<file path="src/rtl/pll_ratio_pkg.sv">
package pll_ratio_pkg;
    localparam int P_FIELD_W = 8;
    localparam int Q_FIELD_W = 6;
    localparam int P_OFFSET  = 3;
    localparam int P_SCALE   = 2;
    localparam int Q_OFFSET  = 2;
    localparam int MULT_LOW  = 16;   // pin at 0
    localparam int MULT_HIGH = 8;    // pin at 1 (pull-up default)
    localparam int P_MAX     = ((1 << P_FIELD_W) - 1 + P_OFFSET) * P_SCALE;
    localparam int Q_MAX     = (1 << Q_FIELD_W) - 1 + Q_OFFSET;
    localparam int P_RATIO_W = $clog2(P_MAX + 1);
    localparam int Q_RATIO_W = $clog2(Q_MAX + 1);

    typedef enum logic [1:0] {
        MODE_PIN_X16,
        MODE_PIN_X8,
        MODE_PROG,
        MODE_PROG_QBYP
    } ratio_mode_e;

    typedef enum logic {
        CS_COUNT,
        CS_LAST
    } cnt_state_e;
endpackage

</file>
<file path="src/rtl/ratio_decode.sv">
module ratio_decode
    import pll_ratio_pkg::*;
(
    input  logic                 prog_en,
    input  logic                 q_bypass,
    input  logic [P_FIELD_W-1:0] p_field,
    input  logic [Q_FIELD_W-1:0] q_field,
    input  logic                 mult_sel,
    output logic [P_RATIO_W-1:0] p_ratio,
    output logic [Q_RATIO_W-1:0] q_ratio
);
    ratio_mode_e mode;
    logic [P_RATIO_W-1:0] p_sum;

    always_comb begin
        if (prog_en)
            mode = q_bypass ? MODE_PROG_QBYP : MODE_PROG;
        else
            mode = mult_sel ? MODE_PIN_X8 : MODE_PIN_X16;
    end

    assign p_sum = P_RATIO_W'(p_field) + P_RATIO_W'(P_OFFSET);

    always_comb begin
        unique case (mode)
            MODE_PIN_X16: begin
                p_ratio = P_RATIO_W'(MULT_LOW);
                q_ratio = Q_RATIO_W'(1);
            end
            MODE_PIN_X8: begin
                p_ratio = P_RATIO_W'(MULT_HIGH);
                q_ratio = Q_RATIO_W'(1);
            end
            MODE_PROG: begin
                p_ratio = P_RATIO_W'(p_sum * P_RATIO_W'(P_SCALE));
                q_ratio = Q_RATIO_W'(q_field) + Q_RATIO_W'(Q_OFFSET);
            end
            MODE_PROG_QBYP: begin
                p_ratio = P_RATIO_W'(p_sum * P_RATIO_W'(P_SCALE));
                q_ratio = Q_RATIO_W'(1);
            end
            default: begin
                p_ratio = P_RATIO_W'(MULT_LOW);
                q_ratio = Q_RATIO_W'(1);
            end
        endcase
    end

    always_comb begin
        if (prog_en) begin
            assert_p_even_R1: assert (p_ratio[0] == 1'b0 && p_ratio >= P_RATIO_W'(6));
        end
        if (prog_en && q_bypass) begin
            assert_qbyp_one_R3: assert (q_ratio == Q_RATIO_W'(1));
        end
        if (!prog_en) begin
            assert_pin_mode_R4: assert (q_ratio == Q_RATIO_W'(1) &&
                (p_ratio == P_RATIO_W'(MULT_LOW) || p_ratio == P_RATIO_W'(MULT_HIGH)));
        end
    end
endmodule

</file>
<file path="src/rtl/ratio_counter.sv">
module ratio_counter
    import pll_ratio_pkg::*;
#(
    parameter int W = 10
) (
    input  logic         clk,
    input  logic         rst,
    input  logic         en,
    input  logic [W-1:0] ratio,
    output logic         pulse
);
    cnt_state_e   state;
    logic [W-1:0] remain;

    // state register: remaining count and its phase
    always_ff @(posedge clk) begin
        if (rst) begin
            remain <= ratio;
            state  <= (ratio == W'(1)) ? CS_LAST : CS_COUNT;
        end else if (en) begin
            unique case (state)
                CS_COUNT: begin
                    remain <= remain - W'(1);
                    state  <= (remain == W'(2)) ? CS_LAST : CS_COUNT;
                end
                CS_LAST: begin
                    remain <= ratio;
                    state  <= (ratio == W'(1)) ? CS_LAST : CS_COUNT;
                end
                default: begin
                    remain <= ratio;
                    state  <= CS_COUNT;
                end
            endcase
        end
    end

    // output register
    always_ff @(posedge clk) begin
        if (rst)
            pulse <= 1'b0;
        else
            pulse <= en && (state == CS_LAST);
    end

    // a pulse only follows an enabled cycle
    assert_pulse_after_en_R5: assert property (@(posedge clk) disable iff (rst)
        pulse |-> $past(en));

    // terminal enabled cycle reloads from the ratio present then
    assert_reload_ratio_R7: assert property (@(posedge clk) disable iff (rst)
        (en && state == CS_LAST) |=> (remain == $past(ratio)));

    assert_remain_nonzero_R6: assert property (@(posedge clk) disable iff (rst)
        remain != W'(0));
endmodule

</file>
<file path="src/rtl/pll_ratio_sel.sv">
module pll_ratio_sel
    import pll_ratio_pkg::*;
(
    input  logic                 clk,
    input  logic                 rst,
    input  logic                 prog_en,
    input  logic                 q_bypass,
    input  logic [P_FIELD_W-1:0] p_field,
    input  logic [Q_FIELD_W-1:0] q_field,
    input  logic                 mult_sel,
    input  logic                 ref_en,
    input  logic                 vco_en,
    output logic [P_RATIO_W-1:0] p_ratio,
    output logic [Q_RATIO_W-1:0] q_ratio,
    output logic                 fb_pulse,
    output logic                 ref_pulse
);
    ratio_decode u_decode (
        .prog_en  (prog_en),
        .q_bypass (q_bypass),
        .p_field  (p_field),
        .q_field  (q_field),
        .mult_sel (mult_sel),
        .p_ratio  (p_ratio),
        .q_ratio  (q_ratio)
    );

    ratio_counter #(.W(P_RATIO_W)) u_fb_div (
        .clk   (clk),
        .rst   (rst),
        .en    (vco_en),
        .ratio (p_ratio),
        .pulse (fb_pulse)
    );

    ratio_counter #(.W(Q_RATIO_W)) u_ref_div (
        .clk   (clk),
        .rst   (rst),
        .en    (ref_en),
        .ratio (q_ratio),
        .pulse (ref_pulse)
    );

    // the cycle after reset carries no pulse
    assert_reset_quiet_R8: assert property (@(posedge clk)
        $past(rst) |-> (!fb_pulse && !ref_pulse));
endmodule

</file>
<file path="config.mk">
export PLATFORM = sky130hd
export DESIGN_NAME = pll_ratio_sel
export DESIGN_NICKNAME = d
export VERILOG_FILES = /design/src/rtl/pll_ratio_pkg.sv /design/src/rtl/ratio_decode.sv /design/src/rtl/ratio_counter.sv /design/src/rtl/pll_ratio_sel.sv
export SDC_FILE = /design/constraint.sdc
export NUM_CORES = 1
export LEC_CHECK = 0
export BUFFER_PORTS_ARGS = -buffer_cell sky130_fd_sc_hd__clkbuf_2
export CAP_MARGIN = 20
export CORE_AREA = 2 2 61 63
export DETAILED_ROUTE_END_ITERATION = 10
export DIE_AREA = 0 0 63 65
export PLACE_DENSITY = 0.69
export SKIP_CTS_REPAIR_TIMING = 1
export SLEW_MARGIN = 15
export SYNTH_ARGS = -nofsm -noshare
export SYNTH_HDL_FRONTEND = slang
export SYNTH_SLANG_ARGS = --single-unit
</file>
<file path="constraint.sdc">
create_clock -name clk -period 4.4 [get_ports clk]
set_input_delay 0.22 -clock clk [delete_from_list [all_inputs] [get_ports clk]]
set_output_delay 0.22 -clock clk [all_outputs]
set_load 0.01 [all_outputs]
</file>
==> results of run 1 <==
-- metal layers --
metal	track usage, %	vias to the layer above	part of all wire [%]
li1	-	611	-
met1	20.1	556	47
met2	27.0	39	47
met3	1.22	2	4.5
met4	8.06	0	0.99
met5	0	-	0
-- through the flow --
step                      utilization [%]  instance area [µm²]  setup slack [ns]  power, mW
final                                49.8                 1740              2.70      0.508
after CTS                            49.8                 1740              2.70      0.510
after global placement               49.0                 1710              2.75      0.410
after floorplan                         -                 1490              2.82      0.373
after detailed placement             49.0                 1710              2.72      0.418
after global routing                 49.8                 1740              2.61      0.535
-- Yosys cell counts (all sizes together), types with 3 or more instances --
| cell type | number |
|---|---|
| mux2 | 7 |
| xnor2 | 9 |
| or2 | 3 |
| nor2 | 18 |
| xor2 | 11 |
| ha | 6 |
| nand2 | 10 |
| nor3 | 5 |
| and2 | 5 |
| or3 | 4 |
| edfxtp | 19 |
| o21ai | 7 |
| a21oi | 4 |
| inv | 7 |
| nand3 | 5 |
-- power groups by stage --
stage | clock network, mW | registers (mW) | logic (mW)
6_report | 0.0942 | 0.276 | 0.138
5_1_grt | 0.0990 | 0.280 | 0.156
4_1_cts | 0.0960 | 0.276 | 0.138
3_5_place_dp | 0 | 0.281 | 0.137
3_3_place_gp | 0 | 0.277 | 0.133
2_1_floorplan | 0 | 0.274 | 0.0991
-- worst paths after layout --
check,start,to,slack (ns),depth (start not counted)
hold reg to reg,u_fb_div.state$_SDFFCE_PP0P_,u_fb_div.pulse$_SDFF_PP0_,0.54,2
hold / removal,vco_en,u_fb_div.pulse$_SDFF_PP0_,0.12,3
setup / recovery,u_ref_div.remain[2]$_DFFE_PP_,u_ref_div.remain[5]$_DFFE_PP_,2.70,4
setup reg to reg,u_ref_div.remain[2]$_DFFE_PP_,u_ref_div.remain[5]$_DFFE_PP_,2.70,4
-- kinds of logic (layout without fill, tap and decap cells) --
family | after synthesis | count (layout) | share of synthesized area [%]
simple gates | 65 | 65 | 23.7
flops | 21 | 21 | 41.1
xor+xnor | 20 | 20 | 11.8
compound gates | 19 | 19 | 8.84
buf+inv | 11 | 49 | 3.28
mux | 8 | 8 | 5.98
fa+ha+maj | 6 | 6 | 5.05
other cells | 1 | 1 | 0.252
-- area by class of cell --
type                            count  area [µm²]  share of cell area (%)
Inverter                            7        26.3                    1.51
Multi-Input combinational cell    119         827                    47.5
Tap cell                           48        60.1                    3.45
Sequential cell                    21         611                    35.1
Timing Repair Buffer               38         190                    10.9
Clock buffer                        4        26.3                    1.51
-- cells in the final DEF, fill, tap and decap left out, drive strengths merged, types with 3 or more instances in the layout --
| cell | synthesis | routed |
|---|---|---|
| a21oi | 4 | 4 |
| and2 | 5 | 5 |
| clkbuf | 2 | 42 |
| edfxtp | 19 | 19 |
| ha | 6 | 6 |
| inv | 7 | 7 |
| mux2 | 7 | 7 |
| nand2 | 10 | 10 |
| nand3 | 5 | 5 |
| nor2 | 18 | 18 |
| nor3 | 5 | 5 |
| o21ai | 7 | 7 |
| or2 | 3 | 3 |
| or3 | 4 | 4 |
| xnor2 | 9 | 9 |
| xor2 | 11 | 11 |
-- state kept, by name (all words and copies together), names as in the netlist --
register,count
u_fb_div.remain,10
u_ref_div.remain,7
u_fb_div.pulse,1
u_fb_div.state,1
u_ref_div.pulse,1
u_ref_div.state,1
-- tightest hold or removal path: stages --
cell and delay, ns:
clkbuf_2 0.09, nand2_1 0.05, nor2_1 0.03
==> run metrics, run 1 <==
critical path's top delay family simple AND/OR/NAND/NOR gates; first-pass GRT wire length 5160 µm; Hold WS approximately 0.12 ns; maximum operating frequency approximately 0.6 GHz; leakage 0.745 nW; critical-path maximum fanout 4; relative slew slack between 40 and 50%; Final Hold Vio Count 0; Synthesis Warnings 0; height of the die ~65 µm; EDFF count, synth 19; clk slew on worst S/H paths between 0.1 and 0.15 ns; final setup fails 0; peak supply drop between 0.1 and 0.15 mV; fin cells approximately 240; status complete, no violations; largest net degree at the start of global routing 14; wire length per cell approximately 13 µm; DRC viols 0; share of layout cells above drive strength 1 30.7%; clk_lat worst skew roughly 0.30 ns; antenna cells 0; Slowest-stage cell, CP edfxtp_1; DR iter-0 viols 52; Syn-to-layout area delta 17.1%; Seq/Total Area, Yosys roughly two fifths; Fill cells between 300 and 400; vias per std cell approximately 5; Switching Fraction between 30% and 40%; CP endpoint kind flop; Detailed Place HPWL approximately 2400 µm; max-slew violation count 0; CP Launch Type flop; share of the synthesized area in the top cell type about two fifths; setup_tns 0 ns; number of global-route vias before repair between 1k and 1.5k; die area between 0.004 and 0.005 mm²; GR Overflow Total 0; crit-path max cell delay roughly 0.46 ns; CTS Sinks 21; DIE WIDTH about 63 µm; Worst-Margin Slew about 0.78 ns; combinational share of power a little over a quarter; Cell Int Power roughly 0.35 mW; # rows 22; Reg power frac a little over half; crit-path cells or3_1 > nor3_1 > xor2_1 > mux2_2; via count between 1k and 1.5k; CTS Buffer Depth 2; Distinct cells, synth 41; Hold Path Class in2reg; clock root buffer clkbuf_4; IO Port Bufs 38; FF+latch count, synth 21; RSZ-0062 raised after global routing false; class of the most critical setup path reg2reg; clock share of power 18.5%; detailed-router iteration count before antenna repair 4; Worst EP arrival 1.76 ns; initial antenna violation count 0; antenna viol nets, final 0; Psw around 0.16 mW; Final Cycle Share 38.6%; Post-Syn Instances 151; H-tree depth 1; Initial Utilization roughly 43%; syn nets between 150 and 200; Num CTS Buffers 3; final WL between 3000 and 4000 µm; buffer and inverter count on the worst path 0; CTS tree built; CP Data Required Time between 4 and 5 ns; Mapped Area 0.00149 mm²; Synth area leader edfxtp_1; Post-Syn Area per Cell 9.84 µm²; IO Count 40; Inst Count DP about 230; Synth area leaders edfxtp_1 (38%), xor2_1 (6.5%), mux2_2 (5.3%), xnor2_1 (5.3%), ha_1 (5.1%); fraction of registers with async set or reset after synthesis 0%; Max Clock Skew ~0.0012 ns; Pwr Density just under 300 mW/mm²; maxcap violations 0; Layout Nets 217; GR Util All Layers between 10% and 20%; Final min period around 1.7 ns; routability cong. between 0.8 and 0.9; Core ar. 0.00350 mm²; Primary FF master, synth edfxtp_1
(Power assumes the default switching activity.)
==> run 2, diff against run 1 <==
--- a/config.mk
+++ b/config.mk
@@ -5,12 +5,13 @@
 export SDC_FILE = /design/constraint.sdc
 export NUM_CORES = 1
 export LEC_CHECK = 0
+export ABC_AREA = 1
 export BUFFER_PORTS_ARGS = -buffer_cell sky130_fd_sc_hd__clkbuf_2
 export CAP_MARGIN = 20
-export CORE_AREA = 2 2 61 63
+export CORE_AREA = 2 2 64 66
 export DETAILED_ROUTE_END_ITERATION = 10
-export DIE_AREA = 0 0 63 65
-export PLACE_DENSITY = 0.69
+export DIE_AREA = 0 0 66 68
+export PLACE_DENSITY = 0.68
 export SKIP_CTS_REPAIR_TIMING = 1
 export SLEW_MARGIN = 15
 export SYNTH_ARGS = -nofsm -noshare
==> constraint.sdc (replaced) <==
create_clock -name clk -period 1.6 [get_ports clk]
set_input_delay 0.08 -clock clk [delete_from_list [all_inputs] [get_ports clk]]
set_output_delay 0.08 -clock clk [all_outputs]
set_load 0.01 [all_outputs]
==> run metrics, run 2 <==
antenna viol nets, final 0 (unchanged); clk slew on worst S/H paths 0.08 ns (-0.04 ns); Final Hold Vio Count 2 (+2); CP Launch Type flop; CTS Buffer Depth 2 (unchanged); critical path launch point u_fb_div.remain[1]$_DFFE_PP_; class of the most critical setup path reg2reg; Distinct cells, synth 30 (-27%); Post-Syn Instances 238 (+58%); syn nets 265 (+49%); max-slew violation count 0 (unchanged); max reg flops 10 (unchanged); Post-Syn Area per Cell 6.93 µm² (-30%); largest net degree at the start of global routing 13 (-1); final WL 3280 µm (+8.3%); relative slew slack 66.7% (+19 points); initial antenna violation count 0 (unchanged); IO Count 40 (unchanged); via count 1534 (+27%); Synth area leader edfxtp_1; top cells by count, synth nand2_1 (62), inv_1 (51), nand3_1 (27), nor2_1 (24), edfxtp_1 (19); Layout Nets 308 (+42%); clock root buffer clkbuf_8; GR Overflow Total 0 (unchanged); fraction of registers with async set or reset after synthesis 0% (unchanged); Worst-Margin Slew 0.499 ns (-0.286 ns); share of layout cells above drive strength 1 20.7% (-10 points); Mapped Area 0.00165 mm² (+11%); area of the multi-input gates 816 µm² (-1.4%); failing checks hold timing; FF+latch count, synth 21 (unchanged); Synth area leaders edfxtp_1 (35%), nand2_1 (14%), inv_1 (12%), nand3_1 (8.2%), nor2_1 (5.5%); peak supply drop 0.347 mV (+160%); number of cells on the critical path 9 (+5); Storage cell area 611 µm² (unchanged); Worst Hold Depth 2 (-1); count leader, synth nand2_1; Final min period 1.47 ns (-0.227 ns); CTS Sinks 21 (unchanged); Crit Reg-Reg Startpoint u_fb_div.remain[1]$_DFFE_PP_; GR Util All Layers 15.6% (-0.22 points); Pwr Density 769 mW/mm² (+160%); CP endpoint kind flop; DRC viols 0 (unchanged); Final Cycle Share 91.9% (+53 points); critical path's top delay family simple AND/OR/NAND/NOR gates; Hold WS -0.00637 ns (-0.126 ns); number of global-route vias before repair 1343 (+9.5%); vias per std cell 4.65 (-8.8%); share of the synthesized area in the top cell type 34.6% (-3.8 points); antenna cells 0 (unchanged); Syn-to-layout area delta 18.5%; maximum operating frequency 0.680 GHz (+15%); IO Port Bufs 38 (unchanged); DIE WIDTH 66 µm (+4.8%); height of the die 68 µm (+4.6%); Worst EP arrival 1.50 ns (-0.26 ns); critical-path maximum fanout 3 (-1); Slowest-stage cell, CP edfxtp_1; CP Data Required Time 1.63 ns (-2.84 ns); Fill cells 424 (+20%); status finished with violations; maxcap violations 0 (unchanged); crit-path cells inv_1 > ha_2 > nand2_1 > nor2_2 > nand3_1 > nand2_1 > nand3_1 > nand2_1 > inv_1; final setup fails 0 (unchanged); DR iter-0 viols 47 (-9.6%); wire length per cell 9.93 µm (-22%); buffer and inverter count on the worst path 2 (+2); CTS tree built; Hold Path Class in2reg; detailed-router iteration count before antenna repair 4 (unchanged); met2 routed wirelength 1450 µm (+0.63%); clk_lat worst skew 0.27 ns (-0.03 ns); most frequent cells in the layout nand2_1 (62), inv_1 (49), clkbuf_2 (38); Synthesis Warnings 0 (unchanged); worst r2r path cells 9 (+5); H-tree depth 1 (unchanged); Initial Utilization 42.8% (+0.28 points); Primary FF master, synth edfxtp_1; most common cell after layout, fill and taps aside nand2_1; Reg with most FFs u_fb_div.remain; Detailed Place HPWL 2680 µm (+11%); leakage 1.09 nW (+46%); top routing layer used met4; # rows 23 (+4.5%); crit-path max cell delay 0.42 ns (-0.04 ns); die area 0.00449 mm² (+9.6%); met3 wire len 140 µm (+2.9%); EDFF count, synth 19 (unchanged); Hold Startpoint rst; Metal-1 WL 1660 µm (+17%); Core ar. 0.00386 mm² (+10%); Num CTS Buffers 3 (unchanged); first-pass GRT wire length 5520 µm (+7.0%); setup_tns 0 ns (unchanged); Max Clock Skew 0.00820 ns (+0.00699 ns); top flop regs u_fb_div.remain x10, u_ref_div.remain x7; Seq/Total Area, Yosys 37.0% (-4.1 points); routability cong. 0.813 (+1.4%); CP most frequent cell nand2_1
## run 2: changes by cell type in the layout (fill, tap and decap cells not counted), sizes merged, moves of 4 or more
cell | previous run | this run
nand2 | 10 | 63
or3 | 4 | 0
and2 | 5 | 0
inv | 7 | 53
mux2 | 7 | 0
xor2 | 11 | 5
a21oi | 4 | 0
nor2 | 18 | 26
xnor2 | 9 | 0
o21ai | 7 | 14
nand3 | 5 | 27
## run 2: routing by layer
metal  vias up  GRT usage [%]
met1       659           21.3
li1        836              -
met2        35           26.0
met4         0           3.83
met5         -              0
met3         4           2.30
## run 2: through the flow
step	std cells	power [mW]	util, %	area [µm²]	setup slack (ns)
after floorplan	238	1.02	-	1650	0.194
after CTS	328	1.50	50.1	1930	0.0751
after global routing	330	1.60	50.7	1960	-0.0138
after global placement	324	1.14	48.9	1890	0.138
after detailed placement	324	1.14	48.9	1890	0.0912
final	330	1.50	50.7	1960	0.129
## run 2: layout make-up
type                            count  area share (%)
Clock buffer                        3            2.11
Clock inverter                      1           0.256
Inverter                           54            10.6
Multi-Input combinational cell    160            41.7
Sequential cell                    21            31.2
Tap cell                           50            3.20
Timing Repair Buffer               41            10.9
## run 2: cell families after synthesis
| group | share of synthesized area (%) |
|---|---|
| flip-flops | 37.0 |
| AO/OA/AOI/OAI | 6.60 |
| other | 0.227 |
| adder cells (fa/ha/maj) | 4.55 |
| AND/OR/NAND/NOR | 35.0 |
| buffers and inverters | 14.0 |
| XOR/XNOR | 2.65 |
## run 2: final timing paths
check / endpoint / slack (ns)
worst max register to register: u_fb_div.remain[6]$_DFFE_PP_ / 0.13
worst max-delay path: u_fb_div.remain[6]$_DFFE_PP_ / 0.13
worst min register to register: u_fb_div.pulse$_SDFF_PP0_ / 0.51
worst min-delay path: u_ref_div.pulse$_SDFF_PP0_ / -0.006
## run 2: where the power goes
part	total [mW]	internal [mW]	switching, mW
sequential	0.724	0.680	0.0446
combinational	0.422	0.158	0.264
clock	0.357	0.174	0.184
total	1.50	1.01	0.492
==> run 3, diff against run 2 <==
==> constraint.sdc (replaced) <==
create_clock -name clk -period 1.6 [get_ports clk]
set_input_delay 0.24 -clock clk [delete_from_list [all_inputs] [get_ports clk]]
set_output_delay 0.24 -clock clk [all_outputs]
set_load 0.01 [all_outputs]
==> run metrics, run 3 (synthesis gave the netlist of run 2 again) <==
clock root buffer clkbuf_8; Fill cells 390 (-8.0%); most common cell after layout, fill and taps aside nand2_1; maximum operating frequency 0.662 GHz (-2.6%); Hold Path Class in2reg; Core ar. 0.00386 mm² (unchanged); height of the die 68 µm (unchanged); antenna viol nets, final 0 (unchanged); pre-CTS setup slack -0.00322 ns (-0.0944 ns); GR Overflow Total 0 (unchanged); final setup fails 0 (unchanged); routability cong. 0.787 (-3.2%); wire length per cell 10.4 µm (+4.4%); FF-to-FF setup slack 0.13 ns (about the same); GR Util All Layers 16.1% (+0.51 points); final WL 3430 µm (+4.7%); Final WS setup 0.0905 ns (-0.0386 ns); critical path's top delay family buffers and inverters; initial antenna violation count 0 (unchanged); CP Launch Type input port; IO Port Bufs 38 (unchanged); first-pass GRT wire length 5620 µm (+1.7%); CTS Sinks 21 (unchanged); Hold WS 0.163 ns (+0.169 ns); Worst EP arrival 1.27 ns (-0.23 ns); CTS Buffer Depth 2 (unchanged); via count 1567 (+2.2%); CTS tree built; leakage 1.10 nW (+0.63%); Initial Utilization 42.8% (unchanged); share of layout cells above drive strength 1 23.1% (+2.4 points); max-slew violation count 0 (unchanged); clk slew on worst S/H paths 0.08 ns (about the same); Inst Count DP 324 (unchanged); Layout Nets 309 (+0.32%); most frequent cells in the layout nand2_1 (61), inv_1 (47), clkbuf_2 (37); Num CTS Buffers 3 (unchanged); CP endpoint kind output pin; DR iter-0 viols 41 (-13%); CP most frequent cell inv_2; final total power 1.52 mW (+1.0%); peak supply drop 0.342 mV (-1.4%); clk_lat worst skew 0.27 ns (about the same); # rows 23 (unchanged); crit-path cells clkbuf_2 > inv_1 > ha_2 > inv_2 > nand2_2 > nor2_4 > inv_2 > o21bai_4 > nand2_1 > nor2_1 > buf_2; Reg with most FFs u_fb_div.remain; crit-path max cell delay 0.18 ns (-0.24 ns); vias per std cell 4.73 (+1.8%); Final min period 1.51 ns (+0.0386 ns); critical-path maximum fanout 3 (unchanged); Slowest-stage cell, CP ha_2; largest net degree at the start of global routing 13 (unchanged); die area 0.00449 mm² (unchanged); top flop regs u_fb_div.remain x10, u_ref_div.remain x7; DIE WIDTH 66 µm (unchanged); H-tree depth 1 (unchanged); max reg flops 10 (unchanged); number of global-route vias before repair 1378 (+2.6%); CP Data Required Time 1.36 ns (-0.27 ns); antenna cells 0 (unchanged); Syn-to-layout area delta 20.5%; Pwr Density 764 mW/mm² (-0.62%); Max Clock Skew 0.00520 ns (-0.00301 ns); detailed-router iteration count before antenna repair 4 (unchanged); IO Count 40 (unchanged); fin cells 331 (+0.30%); buffer and inverter count on the worst path 5 (+3); class of the most critical setup path in2out; maxcap violations 0 (unchanged); Final Cycle Share 94.3% (+2.4 points); Final Hold Vio Count 0 (-2); status complete, no violations; DRC viols 0 (unchanged); Detailed Place HPWL 2680 µm (about the same)
==> run 3: area by class of cell <==
class | instances | area [µm²] | area share, %
tap | 50 | 62.6 | 3.15
clock buffer | 3 | 41.3 | 2.08
sequential | 21 | 611 | 30.7
inverter | 54 | 208 | 10.4
clock inverter | 1 | 5.00 | 0.252
multi-input combinational | 160 | 841 | 42.3
timing repair buffer | 42 | 220 | 11.1
==> run 3: final timing paths <==
check,start,end,cells past startpoint
worst max-delay path,p_field[0],p_ratio[7],11
worst max register to register,u_fb_div.remain[1]$_DFFE_PP_,u_fb_div.remain[6]$_DFFE_PP_,9
worst min register to register,u_fb_div.state$_SDFFCE_PP0P_,u_fb_div.pulse$_SDFF_PP0_,2
worst min-delay path,rst,u_fb_div.pulse$_SDFF_PP0_,2
==> run 3: metrics by stage <==
| step | cell area, µm² | TNS [ns] | util (%) |
|---|---|---|---|
| finish | 1990 | 0 | 51.6 |
| global route | 1990 | -0.0426 | 51.6 |
| CTS | 1930 | -0.00628 | 50.1 |
| detailed placement | 1890 | -0.00322 | 48.9 |
| global placement | 1890 | 0 | 48.9 |
| floorplan | 1650 | 0 | - |
==> run 3: report_power, final <==
group	internal, mW	switching, mW	leakage [nW]	total (mW)
registers	0.680	0.0440	0.219	0.724
logic	0.162	0.271	0.852	0.433
clock network	0.174	0.188	0.0255	0.362
total	1.02	0.503	1.10	1.52
==> run 3: worst reg2reg max path: stages (launching register included) <==
cell	delay, ns
edfxtp_1	0.42
inv_1	0.08
ha_2	0.18
nand2_1	0.10
nor2_2	0.14
nand3_1	0.08
nand2_1	0.06
nand3_1	0.06
nand2_1	0.07
inv_1	0.03
==> run 3: metal layers <==
| layer | global-route usage [%] | vias to the layer above | part of all wire, % |
|---|---|---|---|
| met3 | 2.30 | 5 | 5.0 |
| met2 | 27.3 | 41 | 46 |
| met5 | 0 | - | 0 |
| met4 | 4.59 | 0 | 1.2 |
| li1 | - | 838 | - |
| met1 | 21.5 | 683 | 48 |
